===== config.mk =====
export PLATFORM = sky130hd
export DESIGN_NAME = mcode_xlat
export DESIGN_NICKNAME = d
export VERILOG_FILES = /design/src/rtl/mcx_pkg.sv /design/src/rtl/mcx_regfile.sv /design/src/rtl/mcx_entry_match.sv /design/src/rtl/mcx_prio_pick.sv /design/src/rtl/mcode_xlat.sv
export SDC_FILE = /design/constraint.sdc
export NUM_CORES = 1
export LEC_CHECK = 0
export CORE_UTILIZATION = 50
export DETAILED_ROUTE_END_ITERATION = 8
export PLACE_DENSITY = 0.67
export SYNTH_ARGS = -nofsm -noshare
export SYNTH_HDL_FRONTEND = slang
export SYNTH_SLANG_ARGS = --single-unit

===== constraint.sdc =====
create_clock -name clk -period 3.4 [get_ports clk]
set_clock_uncertainty 0.15 [all_clocks]
set_input_delay 0.51 -clock clk [delete_from_list [all_inputs] [get_ports clk]]
set_output_delay 0.51 -clock clk [all_outputs]
set_load 0.05 [all_outputs]

===== src/rtl/mcx_pkg.sv =====
package mcx_pkg;
   localparam int MC_W = 8;

   typedef enum logic [1:0] {
      SEL_MASK = 2'd0,
      SEL_CMP  = 2'd1,
      SEL_OFS  = 2'd2,
      SEL_NONE = 2'd3
   } word_sel_e;
endpackage


===== src/rtl/mcx_regfile.sv =====
module mcx_regfile
   import mcx_pkg::*;
#(
   parameter int ADDR_W  = 32,
   parameter int ENTRIES = 4,
   localparam int IDX_W  = (ENTRIES > 1) ? $clog2(ENTRIES) : 1
) (
   input  logic              clk,
   input  logic              rst_n,
   input  logic              wr_en,
   input  logic [IDX_W-1:0]  wr_idx,
   input  logic [1:0]        wr_sel,
   input  logic [ADDR_W-1:0] wr_data,
   output logic [ADDR_W-1:0] mask_q [ENTRIES],
   output logic [ADDR_W-1:0] cmp_q  [ENTRIES],
   output logic [ADDR_W-1:0] ofs_q  [ENTRIES]
);
   for (genvar e = 0; e < ENTRIES; e++) begin : g_ent
      logic sel_me;
      assign sel_me = wr_en && (wr_idx == IDX_W'(e));

      always_ff @(posedge clk or negedge rst_n) begin
         if (!rst_n) begin
            mask_q[e] <= '0;
            cmp_q[e]  <= '1;
            ofs_q[e]  <= '0;
         end else if (sel_me) begin
            unique case (word_sel_e'(wr_sel))
               SEL_MASK: mask_q[e] <= wr_data;
               SEL_CMP:  cmp_q[e]  <= wr_data;
               SEL_OFS:  ofs_q[e]  <= wr_data;
               SEL_NONE: ;
            endcase
         end
      end
   end
endmodule


===== src/rtl/mcx_entry_match.sv =====
module mcx_entry_match
   import mcx_pkg::*;
#(
   parameter int ADDR_W = 32
) (
   input  logic [MC_W-1:0]   match_code,
   input  logic [ADDR_W-1:0] addr,
   input  logic [ADDR_W-1:0] mask_w,
   input  logic [ADDR_W-1:0] cmp_w,
   output logic              hit
);
   logic mode_ok;
   logic addr_ok;

   assign mode_ok = (match_code & mask_w[MC_W-1:0]) == cmp_w[MC_W-1:0];
   assign addr_ok = (addr[ADDR_W-1:MC_W] & mask_w[ADDR_W-1:MC_W])
                    == cmp_w[ADDR_W-1:MC_W];
   assign hit     = mode_ok && addr_ok;
endmodule


===== src/rtl/mcx_prio_pick.sv =====
module mcx_prio_pick #(
   parameter int ENTRIES = 4,
   localparam int IDX_W  = (ENTRIES > 1) ? $clog2(ENTRIES) : 1
) (
   input  logic [ENTRIES-1:0] hits,
   output logic               any,
   output logic [IDX_W-1:0]   idx
);
   always_comb begin
      any = |hits;
      idx = '0;
      for (int i = ENTRIES - 1; i >= 0; i--) begin
         if (hits[i]) idx = IDX_W'(i);
      end
   end
endmodule


===== src/rtl/mcode_xlat.sv =====
module mcode_xlat
   import mcx_pkg::*;
#(
   parameter int ADDR_W  = 32,
   parameter int ENTRIES = 4,
   localparam int IDX_W  = (ENTRIES > 1) ? $clog2(ENTRIES) : 1,
   localparam int CNT_W  = $clog2(ENTRIES + 1)
) (
   input  logic              clk,
   input  logic              rst_n,
   input  logic              wr_en,
   input  logic [IDX_W-1:0]  wr_idx,
   input  logic [1:0]        wr_sel,
   input  logic [ADDR_W-1:0] wr_data,
   input  logic [MC_W-1:0]   match_code,
   input  logic [ADDR_W-1:0] addr_in,
   output logic [ADDR_W-1:0] xlat_addr,
   output logic              hit,
   output logic [IDX_W-1:0]  hit_idx,
   output logic [MC_W-1:0]   ctrl_byte,
   output logic [CNT_W-1:0]  entry_count
);
   if (ENTRIES < 4) begin : g_bad_entries
      $error("mcode_xlat: ENTRIES must be at least 4");
   end
   if (ADDR_W <= MC_W) begin : g_bad_width
      $error("mcode_xlat: ADDR_W must exceed the match-code width");
   end

   logic [ADDR_W-1:0] mask_q [ENTRIES];
   logic [ADDR_W-1:0] cmp_q  [ENTRIES];
   logic [ADDR_W-1:0] ofs_q  [ENTRIES];
   logic [ENTRIES-1:0] ent_hit;
   logic               any_hit;
   logic [IDX_W-1:0]   win_idx;

   mcx_regfile #(.ADDR_W(ADDR_W), .ENTRIES(ENTRIES)) u_regs (
      .clk     (clk),
      .rst_n   (rst_n),
      .wr_en   (wr_en),
      .wr_idx  (wr_idx),
      .wr_sel  (wr_sel),
      .wr_data (wr_data),
      .mask_q  (mask_q),
      .cmp_q   (cmp_q),
      .ofs_q   (ofs_q)
   );

   for (genvar e = 0; e < ENTRIES; e++) begin : g_match
      mcx_entry_match #(.ADDR_W(ADDR_W)) u_match (
         .match_code (match_code),
         .addr       (addr_in),
         .mask_w     (mask_q[e]),
         .cmp_w      (cmp_q[e]),
         .hit        (ent_hit[e])
      );
   end

   mcx_prio_pick #(.ENTRIES(ENTRIES)) u_pick (
      .hits (ent_hit),
      .any  (any_hit),
      .idx  (win_idx)
   );

   // Winner's words, then relocation of the upper field only.
   logic [ADDR_W-1:0] win_mask;
   logic [ADDR_W-1:0] win_ofs;
   logic [ADDR_W-1:0] nxt_addr;
   logic [MC_W-1:0]   nxt_ctrl;

   always_comb begin
      win_mask = '0;
      win_ofs  = '0;
      for (int i = 0; i < ENTRIES; i++) begin
         if (win_idx == IDX_W'(i)) begin
            win_mask = mask_q[i];
            win_ofs  = ofs_q[i];
         end
      end
      if (any_hit) begin
         nxt_addr = {(addr_in[ADDR_W-1:MC_W] & ~win_mask[ADDR_W-1:MC_W])
                     | win_ofs[ADDR_W-1:MC_W],
                     addr_in[MC_W-1:0]};
         nxt_ctrl = win_ofs[MC_W-1:0];
      end else begin
         nxt_addr = addr_in;
         nxt_ctrl = '0;
      end
   end

   always_ff @(posedge clk or negedge rst_n) begin
      if (!rst_n) begin
         xlat_addr <= '0;
         hit       <= 1'b0;
         hit_idx   <= '0;
         ctrl_byte <= '0;
      end else begin
         xlat_addr <= nxt_addr;
         hit       <= any_hit;
         hit_idx   <= any_hit ? win_idx : '0;
         ctrl_byte <= nxt_ctrl;
      end
   end

   assign entry_count = CNT_W'(ENTRIES);
endmodule


==> metrics.yaml <==
detailed_routing:
  vias: 14200
  drt_wl_total_um: 59000
  wl_per_cell_um: 25.5
  drcViolationCount: 0
  viasPerCell: 6.15
  drt_iter0_drc: 989
  detail-route-antenna-nets: 0
  first_pass_iters: 5
setup_path:
  worstPathArrival_ns: 3.58
  required_ns: 3.68
  cp_cell_sequence: "clkdlybuf4s50_1 > buf_4 > a21oi_1 > o22a_1 > nand4_1 > nor4_4 > buf_4 > o211ai_2 > buf_12 > mux2i_1 > o2111ai_1 > o211ai_1"
  cp_common_cell: "buf_4"
  cp_max_fo: 17
  max_stage_delay_ns: 0.51
  path_class: "input pin to flip-flop"
  critPathLaunchType: "input pin"
  cp-end-kind: "flip-flop"
  critPathSlowestCell: "clkdlybuf4s50_1"
timing:
  max-slew-margin-rel_pct: 42.5
  report.final.slew_viol_count: 0
  hold_violations: 0
  finalSetupViolations: 0
  fin_hold_ws_ns: 0.224
  fmax_mhz: 303
  worstMarginPinSlew_ns: 0.859
  finalCritPeriodShare_pct: 97.1
  rsz0062_at_grt: "no"
  layout_min_cycle_time_ns: 3.30
global_route:
  grt_pass1_vias: 14500
  grt_pass1_wl_um: 90100
  grt_overflow: 0
  grt_antenna_before_repair: 1
  track_usage_pct: 29.6
  grt_start_max_net_pins: 87
cts:
  clock_sinks: 427
  clk_pin_slew_ns: 0.06
  cts_tree: "yes"
  cts_htree_levels: 2
  cts_buffers: 46
  root_buffer: "clkbuf_16"
  max-clock-path-buffers: 3
  clk_latency_ns: 0.58
final_layout:
  register_area_um2: 10800
  synthToLayoutAreaGrowth_pct: 21.7
  multi_input_area_um2: 8470
  diodes: 0
  nFillCells: 3112
  nNetsFinal: 1833
  drive_gt1_share_pct: 42.2
synth:
  syn-cell-area_um2: 19900
  synth.most_common_cell: "mux2_2"
  netlist_instances: 1563
  ys_seq_area_share_pct: 54.5
  synth_top_area_cell: "dfrtp_1"
  ys_ff_latch: 427
  async_reset_ff_share_pct: 100
  synth_cell_types: 50
  yosys.area.top_type_share_pct: 37.6
  synth_area_leaders: "dfrtp_1 (38%), mux2_2 (22%), dfstp_2 (17%)"
  synth_ff_type: "dfrtp_1"
  synth.avg_cell_area_um2: 12.7
  synthTopCellsByCount: "mux2_2 (385), dfrtp_1 (299), dfstp_2 (128)"
  yosysWarnings: 0
  synth_edf_count: 0
power_and_ir_drop:
  ir_drop_uv: 446
  leakagePower_nw: 10.6
  power.density_nw_per_um2: 626
  total_power_w: 0.0151
floorplan:
  die_y_um: 201
  std_cell_rows: 72
  die_w_um: 201
  coreArea_um2: 38900
  start_util_pct: 51.1
  dieArea_um2: 40600
  ioPinCount: 125
placed_design:
  place.gp.congestion: 0.867
  dp_hpwl_um: 39200
  place.port_buffers: 121
run_status:
  status: "finished clean"
min_path:
  hold_path_class: "input pin to flip-flop"
flow_run:
  drv_cap: 0
## per-layer routing
metal	wire length, um	share of wire, %	global-route usage [%]
met2	27500	47	46.0
met4	2340	4.0	13.0
met3	3640	6.2	5.15
met1	25500	43	41.0
met5	14	0.024	0
## report_power, final
part	internal (W)	leakage [nW]	switching [W]	total (W)
clock network	0.00304	0.748	0.00204	0.00508
registers	0.00644	4.99	0.000797	0.00724
logic	0.00157	4.88	0.00126	0.00283
## final cells by class
| type | instances | area share (%) |
|---|---|---|
| clock inverters | 9 | 0.522 |
| multi-input cells | 983 | 35.0 |
| well taps | 518 | 2.68 |
| repair buffers | 267 | 10.8 |
| clock buffers | 76 | 5.80 |
| flip-flops and latches | 427 | 44.8 |
| inverters | 29 | 0.460 |
## timing repair
| action | 4_1_cts | 5_1_grt |
|---|---|---|
| hold endpoints to repair | 41 | 0 |
| gates cloned | 0 | 0 |
| buffers inserted | 0 | 2 |
| resized for setup | 2 | 6 |
| hold buffers | 1 | 0 |
| setup endpoints to repair | 33 | 25 |
| pin swaps | 0 | 4 |
## final timing paths
check / startpoint / cells after the start / slack [ns] / endpoint
worst min-delay path: addr_in[5] / 1 / 0.22 / xlat_addr[5]$_DFF_PN0_
max in group asynchronous: rst_n / 3 / 1.78 / u_regs.cmp_q[75]$_DFFE_PN1P_
min in group asynchronous: rst_n / 2 / 0.42 / u_regs.mask_q[116]$_DFFE_PN0P_
worst max register to register: u_regs.cmp_q[13]$_DFFE_PN1P_ / 12 / 0.17 / xlat_addr[26]$_DFF_PN0_
worst min register to register: u_regs.ofs_q[86]$_DFFE_PN0P_ / 1 / 0.36 / u_regs.ofs_q[86]$_DFFE_PN0P_
worst max-delay path: addr_in[21] / 12 / 0.1 / xlat_addr[26]$_DFF_PN0_
## logic make-up after synthesis
family / share of synthesized area, %
AO/OA/AOI/OAI: 12.3
other: 0.0378
multiplexers: 22.0
AND/OR/NAND/NOR: 7.60
buffers and inverters: 3.47
flip-flops: 54.5
## registers in the layout, summed over array words and instances (netlist names)
name and count:
ctrl_byte 8, hit 1, hit_idx 2, u_regs.cmp_q 128, u_regs.mask_q 128, u_regs.ofs_q 128, xlat_addr 32
## worst max-delay path: cells and delay by family
family | cells | cell delay (ns)
and+or+nand+nor | 2 | 0.49
AOI/OAI and AO/OA | 5 | 1.25
buffers and inverters | 4 | 1.20
muxes | 1 | 0.11
## placed cells by master (no fill, tap or decap), drive strengths merged, types with 2 or more instances in the layout
| cell type | netlist | final |
|---|---|---|
| inv | 29 | 30 |
| clkdlybuf4s50 | 0 | 120 |
| nand2 | 41 | 41 |
| mux2i | 5 | 5 |
| clkbuf | 66 | 76 |
| o211ai | 6 | 6 |
| a221oi | 31 | 31 |
| clkinv | 0 | 4 |
| a21boi | 32 | 32 |
| buf | 59 | 146 |
| and2 | 2 | 2 |
| o22a | 33 | 33 |
| or4 | 2 | 2 |
| a22oi | 6 | 6 |
| nand3b | 5 | 5 |
| or3 | 2 | 2 |
| bufinv | 0 | 3 |
| o21ai | 11 | 11 |
| nor4 | 4 | 4 |
| and3 | 64 | 64 |
| mux2 | 385 | 385 |
| a31oi | 4 | 4 |
| a22o | 6 | 6 |
| nand3 | 51 | 51 |
| o2111ai | 11 | 11 |
| dfstp | 128 | 128 |
| a311oi | 3 | 3 |
| and3b | 32 | 32 |
| nand4 | 16 | 16 |
| a221o | 17 | 17 |
| conb | 2 | 3 |
| a21o | 38 | 38 |
| nand2b | 6 | 6 |
| dfrtp | 299 | 299 |
| a21oi | 84 | 84 |
| o221ai | 15 | 15 |
| a211oi | 35 | 35 |
| nor2 | 30 | 30 |
## per-stage QoR
stage | setup slack [ns] | cells | util (%) | TNS (ns) | area, um^2
floorplan | 0.617 | 1564 | - | 0 | 19900
detailed placement | -0.941 | 2221 | 58.1 | -27.87 | 22600
global route | 0.0244 | 2309 | 62.2 | 0 | 24200
CTS | 0.0196 | 2307 | 62.0 | 0 | 24100
global placement | -0.934 | 2221 | 58.1 | -27.20 | 22600
finish | 0.0996 | 2309 | 62.2 | 0 | 24200
Power figures use the tool's default switching activity.
